[src/rtl/bcd_add_pkg.sv]
package bcd_add_pkg;

  typedef enum logic [1:0] {
    ST_IDLE  = 2'd0,
    ST_ADD   = 2'd1,
    ST_CARRY = 2'd2,
    ST_FIN   = 2'd3
  } addState_t;

  // strobes from control to datapath
  typedef struct packed {
    logic load;        // capture lengths, clear index and carry
    logic writeSum;    // write corrected byte, advance index
    logic writeCarry;  // write the appended 0x01 byte
  } addStrobe_t;

endpackage

[src/rtl/bcd_byte_add.sv]
module bcd_byte_add #(
  parameter int DIGITS = 2
) (
  input  logic [4*DIGITS-1:0] opA,
  input  logic [4*DIGITS-1:0] opB,
  input  logic                carryIn,
  output logic [4*DIGITS-1:0] sum,
  output logic                carryOut
);

  logic [DIGITS:0] chain;
  assign chain[0] = carryIn;

  for (genvar g = 0; g < DIGITS; g++) begin : g_digit
    logic [4:0] raw;
    logic       fix;
    assign raw = {1'b0, opA[4*g +: 4]} + {1'b0, opB[4*g +: 4]} + {4'd0, chain[g]};
    assign fix = (raw > 5'd9);
    assign sum[4*g +: 4] = fix ? (raw[3:0] + 4'd6) : raw[3:0];
    assign chain[g+1] = fix;
  end

  assign carryOut = chain[DIGITS];

endmodule

[src/rtl/bcd_add_dp.sv]
module bcd_add_dp
  import bcd_add_pkg::*;
#(
  parameter int ADDR_W = 4,
  parameter int LEN_W  = ADDR_W + 1
) (
  input  logic             clk,
  input  logic             rstN,
  input  addStrobe_t       stb,
  input  logic [LEN_W-1:0] lenAIn,
  input  logic [LEN_W-1:0] lenBIn,
  input  logic [7:0]       aData,
  input  logic [7:0]       bData,
  output logic [ADDR_W-1:0] aAddr,
  output logic [ADDR_W-1:0] bAddr,
  output logic             resWe,
  output logic [LEN_W-1:0] resAddr,
  output logic [7:0]       resData,
  output logic [LEN_W-1:0] resLen,
  output logic [LEN_W-1:0] maxLen,
  output logic             zeroLen,
  output logic             isLast,
  output logic             carryNext
);

  logic [LEN_W-1:0] lenAQ, lenBQ, maxLenQ, idxQ;
  logic             carryQ;
  logic [7:0]       opA, opB, sumByte;
  logic             sumCarry;

  // operands past their own length read as zero
  assign opA = (idxQ < lenAQ) ? aData : 8'h00;
  assign opB = (idxQ < lenBQ) ? bData : 8'h00;

  bcd_byte_add #(.DIGITS(2)) u_add (
    .opA      (opA),
    .opB      (opB),
    .carryIn  (carryQ),
    .sum      (sumByte),
    .carryOut (sumCarry)
  );

  assign aAddr     = idxQ[ADDR_W-1:0];
  assign bAddr     = idxQ[ADDR_W-1:0];
  assign resWe     = stb.writeSum | stb.writeCarry;
  assign resAddr   = idxQ;
  assign resData   = stb.writeCarry ? 8'h01 : sumByte;
  assign resLen    = idxQ;
  assign maxLen    = maxLenQ;
  assign zeroLen   = (lenAIn == '0) && (lenBIn == '0);
  assign isLast    = (idxQ + 1'b1 == maxLenQ);
  assign carryNext = sumCarry;

  always_ff @(posedge clk or negedge rstN) begin
    if (!rstN) begin
      lenAQ   <= '0;
      lenBQ   <= '0;
      maxLenQ <= '0;
      idxQ    <= '0;
      carryQ  <= 1'b0;
    end else if (stb.load) begin
      lenAQ   <= lenAIn;
      lenBQ   <= lenBIn;
      maxLenQ <= (lenAIn > lenBIn) ? lenAIn : lenBIn;
      idxQ    <= '0;
      carryQ  <= 1'b0;
    end else if (stb.writeSum) begin
      idxQ    <= idxQ + 1'b1;
      carryQ  <= sumCarry;
    end else if (stb.writeCarry) begin
      idxQ    <= idxQ + 1'b1;
      carryQ  <= 1'b0;
    end
  end

  // result addresses climb by one between back-to-back writes
  a_r7_addr_step: assert property (@(posedge clk) disable iff (!rstN)
    (resWe && $past(resWe)) |-> (resAddr == $past(resAddr) + 1'b1));

  // valid decimal inputs give a valid decimal result byte
  a_r2_digits_valid: assert property (@(posedge clk) disable iff (!rstN)
    (resWe && opA[3:0] <= 4'd9 && opA[7:4] <= 4'd9 &&
     opB[3:0] <= 4'd9 && opB[7:4] <= 4'd9)
    |-> (resData[3:0] <= 4'd9 && resData[7:4] <= 4'd9));

endmodule

[src/rtl/bcd_add_ctrl.sv]
module bcd_add_ctrl
  import bcd_add_pkg::*;
(
  input  logic       clk,
  input  logic       rstN,
  input  logic       start,
  input  logic       zeroLen,
  input  logic       isLast,
  input  logic       carryNext,
  output addStrobe_t stb,
  output logic       done,
  output logic       busy
);

  addState_t stateQ, stateD;

  always_comb begin
    stateD = stateQ;
    stb    = '0;
    done   = 1'b0;
    unique case (stateQ)
      ST_IDLE: begin
        if (start) begin
          stb.load = 1'b1;
          stateD   = zeroLen ? ST_FIN : ST_ADD;
        end
      end
      ST_ADD: begin
        stb.writeSum = 1'b1;
        if (isLast) stateD = carryNext ? ST_CARRY : ST_FIN;
      end
      ST_CARRY: begin
        stb.writeCarry = 1'b1;
        stateD         = ST_FIN;
      end
      ST_FIN: begin
        done   = 1'b1;
        stateD = ST_IDLE;
      end
      default: stateD = ST_IDLE;
    endcase
  end

  assign busy = (stateQ != ST_IDLE);

  always_ff @(posedge clk or negedge rstN) begin
    if (!rstN) stateQ <= ST_IDLE;
    else       stateQ <= stateD;
  end

  // done never lasts two cycles
  a_r7_done_pulse: assert property (@(posedge clk) disable iff (!rstN)
    done |=> !done);

  // the extra byte only follows a last byte that carried out
  a_r4_carry_after_cout: assert property (@(posedge clk) disable iff (!rstN)
    (stateQ == ST_CARRY) |-> $past(stateQ == ST_ADD && isLast && carryNext));

endmodule

[src/rtl/bcd_seq_adder.sv]
module bcd_seq_adder
  import bcd_add_pkg::*;
#(
  parameter int ADDR_W = 4,
  parameter int LEN_W  = ADDR_W + 1
) (
  input  logic              clk,
  input  logic              rstN,
  input  logic              start,
  input  logic [LEN_W-1:0]  lenA,
  input  logic [LEN_W-1:0]  lenB,
  output logic [ADDR_W-1:0] aAddr,
  input  logic [7:0]        aData,
  output logic [ADDR_W-1:0] bAddr,
  input  logic [7:0]        bData,
  output logic              resWe,
  output logic [LEN_W-1:0]  resAddr,
  output logic [7:0]        resData,
  output logic              done,
  output logic [LEN_W-1:0]  resLen
);

  addStrobe_t       stb;
  logic             zeroLen, isLast, carryNext, busy;
  logic [LEN_W-1:0] maxLen;

  bcd_add_ctrl u_ctrl (
    .clk       (clk),
    .rstN      (rstN),
    .start     (start),
    .zeroLen   (zeroLen),
    .isLast    (isLast),
    .carryNext (carryNext),
    .stb       (stb),
    .done      (done),
    .busy      (busy)
  );

  bcd_add_dp #(.ADDR_W(ADDR_W), .LEN_W(LEN_W)) u_dp (
    .clk       (clk),
    .rstN      (rstN),
    .stb       (stb),
    .lenAIn    (lenA),
    .lenBIn    (lenB),
    .aData     (aData),
    .bData     (bData),
    .aAddr     (aAddr),
    .bAddr     (bAddr),
    .resWe     (resWe),
    .resAddr   (resAddr),
    .resData   (resData),
    .resLen    (resLen),
    .maxLen    (maxLen),
    .zeroLen   (zeroLen),
    .isLast    (isLast),
    .carryNext (carryNext)
  );

  // captured length stays put for the whole run
  a_r8_len_held: assert property (@(posedge clk) disable iff (!rstN)
    busy |=> $stable(maxLen));

  // reported length is the longer operand, plus at most one
  a_r6_len_range: assert property (@(posedge clk) disable iff (!rstN)
    done |-> (resLen == maxLen || resLen == maxLen + 1'b1));

endmodule

[config.mk]
export PLATFORM = sky130hd
export DESIGN_NAME = bcd_seq_adder
export DESIGN_NICKNAME = d
export VERILOG_FILES = /design/src/rtl/bcd_add_pkg.sv /design/src/rtl/bcd_byte_add.sv /design/src/rtl/bcd_add_dp.sv /design/src/rtl/bcd_add_ctrl.sv /design/src/rtl/bcd_seq_adder.sv
export SDC_FILE = /design/constraint.sdc
export NUM_CORES = 1
export LEC_CHECK = 0
export ABC_CLOCK_PERIOD_IN_PS = 12600
export BUFFER_PORTS_ARGS = -buffer_cell sky130_fd_sc_hd__clkbuf_2
export CAP_MARGIN = 20
export CORE_ASPECT_RATIO = 0.5
export CORE_UTILIZATION = 50
export DETAILED_ROUTE_END_ITERATION = 10
export PLACE_DENSITY = 0.76
export SYNTH_ARGS = -nofsm -noshare
export SYNTH_HDL_FRONTEND = slang
export SYNTH_SLANG_ARGS = --single-unit
[constraint.sdc]
create_clock -name clk -period 12.6 [get_ports clk]
set_input_delay 2.52 -clock clk [delete_from_list [all_inputs] [get_ports clk]]
set_output_delay 2.52 -clock clk [all_outputs]
set_load 0.005 [all_outputs]
==> impl_metrics.yaml, run 1 <==
global_routing:
  grtUsageTotal: 0.2272
  grt_start_max_net_pins: 24
  grt_pass1_wl_mm: 8.707
  grt_pass1_vias: 1952
  top_usage_layer: "met2"
  antenna_found_initial: 0
  grt_util_met2: 0.4114
  use_met1: 0.2786
  use_met3: 0.03546
  overflow: 0
drt:
  ant_nets: 0
  wire_per_inst_um: 13.62
  vias: 1998
  first_pass_iters: 4
  drt-total-wl_mm: 4.943
  viasPerCell: 5.504
  drc: 0
  first_iter_violations: 69
outcome:
  status: "finished, final reports clean"
sta:
  rsz0062_at_grt: "false"
  slew_headroom: 0.4965
  fin_crit_sh: 0.7000
  period_needed_ns: 8.820
  setup_ws_ns: 3.780
  slew_viol_final: 0
  finalSetupViolCount: 0
  fin_tns_setup_ns: 0
  fin_skew_ns: 0.005602
  fmaxAchievable_ghz: 0.1134
  worst_slew_pin_slew_ns: 0.7553
  hold_violations: 0
hold_path:
  holdCritPathClass: "register to register"
yosys:
  synthFlopType: "dfrtp_1"
  seq_area_frac_synth: 0.2530
  synth-seq-cells: 23
  synthesis.area_um2: 2275
  ys_types: 43
  syn_area_per_cell_um2: 8.425
  synthArstFlopShare: 1.000
  synth_edf_count: 0
  netlist_instances: 270
  ys_warn_count: 0
  syn_nets: 330
clock_tree:
  numCtsBuffers: 3
  clock_sinks: 23
  clk_transition_reported_paths_ns: 0.09
  root_buffer: "clkbuf_8"
  h-tree-depth: 1
  cts_hold_buf: 0
  cts_setup_buffers: 0
  clk_latency_ns: 0.28
  cts.repair.resized: 0
  clk_path_buf_depth: 2
  cts_tree: "done"
layout:
  diodes: 0
  nets: 370
  drive_above_1_share: 0.2201
  synthToLayoutAreaGrowth_pct: 11.72
  final_cell_mix: "56 x clkbuf_2, 27 x ha_1, 23 x nand2_1, 23 x dfrtp_1"
  final_common_cell: "clkbuf_2"
critical_path:
  path_class: "input port to output port"
  end_kind: "output port"
  worstSetupStartpointType: "input port"
  cp_data_arrival_time_ns: 6.30
  required_ns: 10.08
  cp_max_fo: 5
floorplan:
  die_w_um: 97.39
  die-area_um2: 4840
  ioPinCount: 57
  initial_core_util: 0.5516
  core_area_um2: 4124
  fp.dieH_um: 49.70
  core.rowCount: 16
placed_design:
  portBuffers: 56
  dp_slack_ns: 3.760
  gp_congestion: 0.8496
  hpwl_mm: 3.950
flow_run:
  cap_violations: 0
## sequential cells by signal (all words and copies together) (netlist names)
signal / count
u_dp.lenAQ: 5
u_dp.lenBQ: 5
u_dp.maxLen: 5
u_dp.resAddr: 5
u_ctrl.stateQ: 2
u_dp.carryQ: 1
## routing by layer
metal / vias up / part of all wire
met5: - / 0
met4: 0 / 0.014
met3: 6 / 0.044
met2: 59 / 0.48
met1: 944 / 0.46
li1: 989 / -
## synthesized netlist by cell type, types with 7 or more instances
library cell / n / area [um2]
o21ai_0: 20 / 100.1
inv_1: 20 / 75.07
nand2b_1: 17 / 106.4
a21o_1: 9 / 67.56
a21oi_1: 19 / 95.09
nor2b_1: 10 / 62.56
ha_1: 27 / 337.8
nor2_1: 17 / 63.81
nand2_1: 23 / 86.33
mux2i_1: 7 / 70.07
xnor2_1: 7 / 61.31
buf_4: 13 / 97.59
dfrtp_1: 23 / 575.6
## final cells by class
cell class / instances / area (um2)
Inverter: 20 / 75.07
Sequential cell: 23 / 575.6
Tap cell: 54 / 67.56
Multi-Input combinational cell: 206 / 1496
Clock buffer: 3 / 41.29
Fill cell: 379 / 1583
Timing Repair Buffer: 56 / 280.3
Clock inverter: 1 / 5.005
## worst max-delay path, stage by stage
cell and delay [ns]:
clkbuf_2 0.08, nand2b_1 0.05, a21oi_1 0.16, fa_1 0.23, inv_1 0.06, fa_1 0.39, xor2_1 0.25, nand2_1 0.13
a211oi_2 0.34, fa_1 0.26, inv_1 0.06, fa_1 0.39, xnor2_1 0.18, ha_1 0.25, a22o_1 0.23, o31a_1 0.31
a211oi_1 0.26, clkbuf_2 0.15
## path summary, 6_finish.rpt
kind                            startpoint                to  slack [ns]  cells after the start
max                               bData[0]        resData[6]        3.78                     18
min                          u_dp.lenAQ[0]     u_dp.lenAQ[0]        0.51                      2
max reg2reg                u_dp.resAddr[1]  u_ctrl.stateQ[0]        7.28                     20
min reg2reg                  u_dp.lenAQ[0]     u_dp.lenAQ[0]        0.51                      2
max in group asynchronous             rstN  u_ctrl.stateQ[1]       10.00                      1
min in group asynchronous             rstN    u_dp.maxLen[0]        2.23                      1
## kinds of logic after synthesis
logic type      Yosys count  synth area share
buf+inv                  41           0.08911
xor+xnor                 13           0.05006
simple gates             86            0.1964
mux                      10           0.04565
compound gates           66            0.1821
flops                    23            0.2530
fa+ha+maj                31            0.1837
## metrics by stage
stage	area (um2)	util	hold slack, ns	instances
finish	2541	0.6162	0.5059	363
global route	2541	0.6162	0.5479	363
CTS	2541	0.6162	0.5141	363
detailed placement	2495	0.6050	0.4943	359
global placement	2495	0.6050	0.4684	359
floorplan	2275	-	0.4467	270
Power of run 1 is left out: the tool's default activity adds up to more than one toggle a clock period on the data nets, which glitch-free logic cannot reach.
==> inputs of run 2 (changes only) <==
ABC_CLOCK_PERIOD_IN_PS = 7200   (was 12600)
CORE_UTILIZATION = 49   (was 50)
PLACE_DENSITY = 0.77   (was 0.76)
clock period = 7.2 ns   (was 12.6 ns; I/O delays follow)
==> run 2 against run 1 <==
Compared with the run above: the flow now finishes with violations (DRC); first-iteration DRC count fell by 16%; die area grew 2.0%; final cell count grew 1.1%; routed wire length is 1.3% higher; register-to-register slack worse by 5.4 ns; largest cell class unchanged; via count shrank 1.4%; count of clock-buffer cells in the layout unchanged; clock skew down 0.0034 ns; core utilization is 3.4 points lower; setup slack got worse by 3.4 ns; flip-flop and latch count unchanged.
==> impl_metrics.yaml, run 2 (synthesis results as in run 1) <==
outcome:
  status: "finished with violations"
  violations: "DRC"
sta:
  fmaxAchievable_ghz: 0.1460
  slew_headroom: 0.5115
  fin_hold_ws_ns: 0.4962
  finalSetupViolCount: 0
  fin_tns_setup_ns: 0
  period_needed_ns: 6.850
  rsz0062_at_grt: "false"
  fin_crit_sh: 0.9514
  fin_skew_ns: 0.002200
  hold_violations: 0
  slew_viol_final: 0
  worst_slew_pin_slew_ns: 0.7328
clock_tree:
  h-tree-depth: 1
  clk_transition_reported_paths_ns: 0.08
  clk_path_buf_depth: 2
  cts.repair.resized: 0
  root_buffer: "clkbuf_8"
  cts_setup_buffers: 0
  cts_hold_buf: 0
  numCtsBuffers: 3
  cts_tree: "done"
  clock_sinks: 23
  clk_latency_ns: 0.26
critical_path:
  required_ns: 5.76
  cpPeakStageDelay_ns: 0.50
  worstSetupStartpointType: "register"
  cp_slowest_cell: "dfrtp_1"
  cp.depth: 20
  path_class: "register to output port"
  cp_max_fo: 10
  crit_chain: "ha_1, a21o_1, a21o_1, a21o_1, a21oi_1, fa_1, inv_1, fa_1, xor2_2, nand2_1, a211oi_4, fa_1, inv_1, fa_1, xnor2_2, ha_1, a22o_1, o31a_1, a211oi_1, clkbuf_2"
  critPathBufInv: 3
  ff2ff_path_depth: 20
  end_kind: "output port"
  cp_data_arrival_time_ns: 5.41
  path_delay_family: "compound AO/OA/AOI/OAI gates"
  crit_top_cell: "fa_1"
global_routing:
  grtUsageTotal: 0.2201
  use_met1: 0.2771
  grt_util_met2: 0.4131
  overflow: 0
  top_usage_layer: "met2"
  grt_pass1_wl_mm: 8.790
  grt_start_max_net_pins: 24
  grt_pass1_vias: 1989
  antenna_found_initial: 0
  use_met3: 0.03203
floorplan:
  die-area_um2: 4935
  fp.dieH_um: 50.18
  core_area_um2: 4424
  ioPinCount: 57
  initial_core_util: 0.5141
  die_w_um: 98.36
  core.rowCount: 17
placed_design:
  place_area_um2: 2506
  gp_congestion: 0.8601
  portBuffers: 56
  hpwl_mm: 4.020
drt:
  first_iter_violations: 58
  first_pass_iters: 9
  drc: 1
  wire_per_inst_um: 13.64
  ant_nets: 0
  vias: 1971
  drt-total-wl_mm: 5.005
  viasPerCell: 5.371
layout:
  final_core_util: 0.5820
  final_cell_mix: "56 x clkbuf_2, 27 x ha_1, 23 x nand2_1, 23 x dfrtp_1"
  design_area_um2: 2575
  drive_above_1_share: 0.2290
  final_common_cell: "clkbuf_2"
  nFillCells: 398
  nets: 371
  synthToLayoutAreaGrowth_pct: 13.20
  diodes: 0
flow_run:
  cap_violations: 0
hold_path:
  holdCritPathClass: "register to register"
  hold_depth: 2
==> run 2: cell count changes in the layout (fill, tap and decap cells not counted) <==
cell and change:
xnor2_1 -1, xor2_2 +1, a211oi_4 +1, xnor2_2 +1, a211oi_2 -1, buf_4 +1, xor2_1 -1
==> run 2: final cells by class <==
| cell class | count | area, um2 | area share |
|---|---|---|---|
| Multi-Input combinational cell | 206 | 1519 | 0.5899 |
| Inverter | 20 | 75.07 | 0.02915 |
| Timing Repair Buffer | 57 | 287.8 | 0.1118 |
| Tap cell | 57 | 71.32 | 0.02770 |
| Clock buffer | 3 | 41.29 | 0.01603 |
| Clock inverter | 1 | 5.005 | 0.001944 |
| Sequential cell | 23 | 575.6 | 0.2235 |
==> run 2: stage by stage <==
step,instances,setup WS [ns]
floorplan,270,1.029
global placement,363,0.7140
detailed placement,363,0.5134
CTS,367,0.2481
global route,367,0.04741
finish,367,0.3502
==> run 2: final timing paths <==
path,startpoint,endpoint,slack (ns)
worst min register to register,u_dp.lenBQ[0],u_dp.lenBQ[0],0.50
worst max-delay path,u_dp.resAddr[1],resData[6],0.35
worst max register to register,u_dp.resAddr[1],u_ctrl.stateQ[0],1.90
worst min-delay path,u_dp.lenBQ[0],u_dp.lenBQ[0],0.50
max in group asynchronous,rstN,u_dp.lenAQ[3],5.66
min in group asynchronous,rstN,u_dp.resAddr[4],1.15
==> run 2: layer usage <==
metal / vias to the layer above / routed length, um
met5: - / 0
li1: 990 / -
met1: 924 / 2389
met2: 55 / 2403
met4: 0 / 12
met3: 2 / 199
==> run 2: tightest hold or removal path, stage by stage, from the launching register on <==
cell and delay [ns]:
dfrtp_1 0.36, nand2_1 0.06, nand2_1 0.06
Power of run 2 is left out for the same reason.
==> inputs of run 3 (changes only) <==
ABC_CLOCK_PERIOD_IN_PS = 7400   (was 7200)
CORE_UTILIZATION = 50   (was 49)
PLACE_DENSITY = 0.76   (was 0.77)
clock period = 7.4 ns   (was 7.2 ns; I/O delays follow)
==> run 3 against run 2 <==
Compared with the run above: the run now ends clean; register-to-register slack better by 0.22 ns; critical path depth stayed put; setup slack better by 0.12 ns; hold slack better by 0.0093 ns; critical endpoint unchanged.
==> impl_metrics.yaml, run 3 (synthesis results as in run 1) <==
outcome:
  status: "finished, final reports clean"
placed_design:
  dp_slack_ns: 0.6209
  placedCellCount: 359
  portBuffers: 56
  hpwl_mm: 3.813
  gp_congestion: 0.8424
critical_path:
  ff2ff_path_depth: 20
  timing.rr.start: "u_dp.resAddr[1]"
  path_class: "register to output port"
  worstReg2RegEnd: "u_ctrl.stateQ[0]"
  end_kind: "output port"
  r2r_slack_ns: 2.12
  cp_max_fo: 10
  cp_data_arrival_time_ns: 5.45
  required_ns: 5.92
  worstSetupStartpointType: "register"
hold_path:
  hold_path.startpoint: "u_dp.lenAQ[0]"
  holdCritPathClass: "register to register"
  hold-path-endpoint: "u_dp.lenAQ[0]"
  hold_depth: 2
drt:
  viasPerCell: 5.399
  ant_nets: 0
  drt-total-wl_mm: 4.798
  vias: 1960
  first_pass_iters: 4
  drc: 0
  first_iter_violations: 110
  wire_per_inst_um: 13.22
sta:
  fmaxAchievable_ghz: 0.1442
  worst_slew_pin_slew_ns: 0.7394
  slew_viol_final: 0
  slew_headroom: 0.5071
  fin_skew_ns: 0.004246
  fin_crit_sh: 0.9369
  rsz0062_at_grt: "false"
  period_needed_ns: 6.933
  setup_ws_ns: 0.4671
  hold_violations: 0
  finalSetupViolCount: 0
  fin_tns_setup_ns: 0
global_routing:
  grtUsageTotal: 0.2200
  grt_pass1_wl_mm: 8.680
  antenna_found_initial: 0
  grt_pass1_vias: 1918
  overflow: 0
  grt_start_max_net_pins: 24
clock_tree:
  clk_path_buf_depth: 2
  clock_sinks: 23
  h-tree-depth: 1
  root_buffer: "clkbuf_8"
  numCtsBuffers: 3
  clk_latency_ns: 0.27
  cts_hold_buf: 0
  clk_transition_reported_paths_ns: 0.08
  cts_tree: "done"
  cts_setup_buffers: 0
layout:
  diodes: 0
  drive_above_1_share: 0.2168
  synthToLayoutAreaGrowth_pct: 11.99
  nets: 370
  seq_area_um2: 575.6
  nFillCells: 378
  final_common_cell: "clkbuf_2"
  final_cell_mix: "56 x clkbuf_2, 27 x ha_1, 23 x nand2_1, 23 x dfrtp_1"
  final_cells: 363
  multi_input_area_um2: 1504
floorplan:
  core.rowCount: 16
  die-area_um2: 4840
  die_w_um: 97.39
  initial_core_util: 0.5516
  core_area_um2: 4124
  fp.dieH_um: 49.70
  ioPinCount: 57
flow_run:
  cap_violations: 0
-- run 3: per-layer routing --
metal  part of all wire  vias up  GRT usage
met1               0.48      911     0.2880
met5                  0        -          0
met4             0.0050        0    0.02206
met2               0.47       59     0.3928
met3              0.051        4    0.04397
li1                   -      986          -
-- run 3: worst max-delay path, stage by stage, from the launching register on --
cell and delay [ns]:
dfrtp_1 0.50, ha_1 0.34, a21o_1 0.18, a21o_1 0.21, a21o_1 0.26, a21oi_1 0.23, fa_1 0.22, inv_1 0.06
fa_1 0.39, xor2_1 0.26, nand2_1 0.16, a211oi_4 0.30, fa_1 0.25, inv_1 0.06, fa_1 0.39, xnor2_1 0.18
ha_1 0.25, a22o_1 0.23, o31a_1 0.30, a211oi_1 0.27, clkbuf_2 0.16
-- run 3: how the worst max path moves through the flow --
stage	start	to	slack (ns)	cells after the start
floorplan	bData[0]	resData[6]	1.15	16
global placement	bData[0]	resData[6]	0.80	18
detailed placement	bData[0]	resData[6]	0.62	18
CTS	u_dp.resAddr[1]	resData[6]	0.41	20
global route	u_dp.resAddr[1]	resData[6]	0.03	21
finish	u_dp.resAddr[1]	resData[6]	0.47	20
-- run 3: final cells by class --
class | count | share of cell area
tap | 54 | 0.02652
sequential | 23 | 0.2259
timing repair buffer | 56 | 0.1100
inverter | 20 | 0.02947
clock buffer | 4 | 0.01768
multi-input combinational | 206 | 0.5904
-- run 3: timing repair --
| item | 4_1_cts | 5_1_grt |
|---|---|---|
| setup endpoints to repair | 0 | 1 |
| resized for setup | 0 | 1 |
| endpoints found under the hold margin | 0 | 0 |
-- run 3: per-stage QoR --
step / cell area [um2] / utilization / hold slack (ns)
floorplan: 2275 / - / 0.4467
global placement: 2495 / 0.6050 / 0.4682
detailed placement: 2495 / 0.6050 / 0.4914
CTS: 2540 / 0.6159 / 0.5106
global route: 2547 / 0.6177 / 0.5392
finish: 2547 / 0.6177 / 0.5055
Power of run 3 is left out for the same reason.
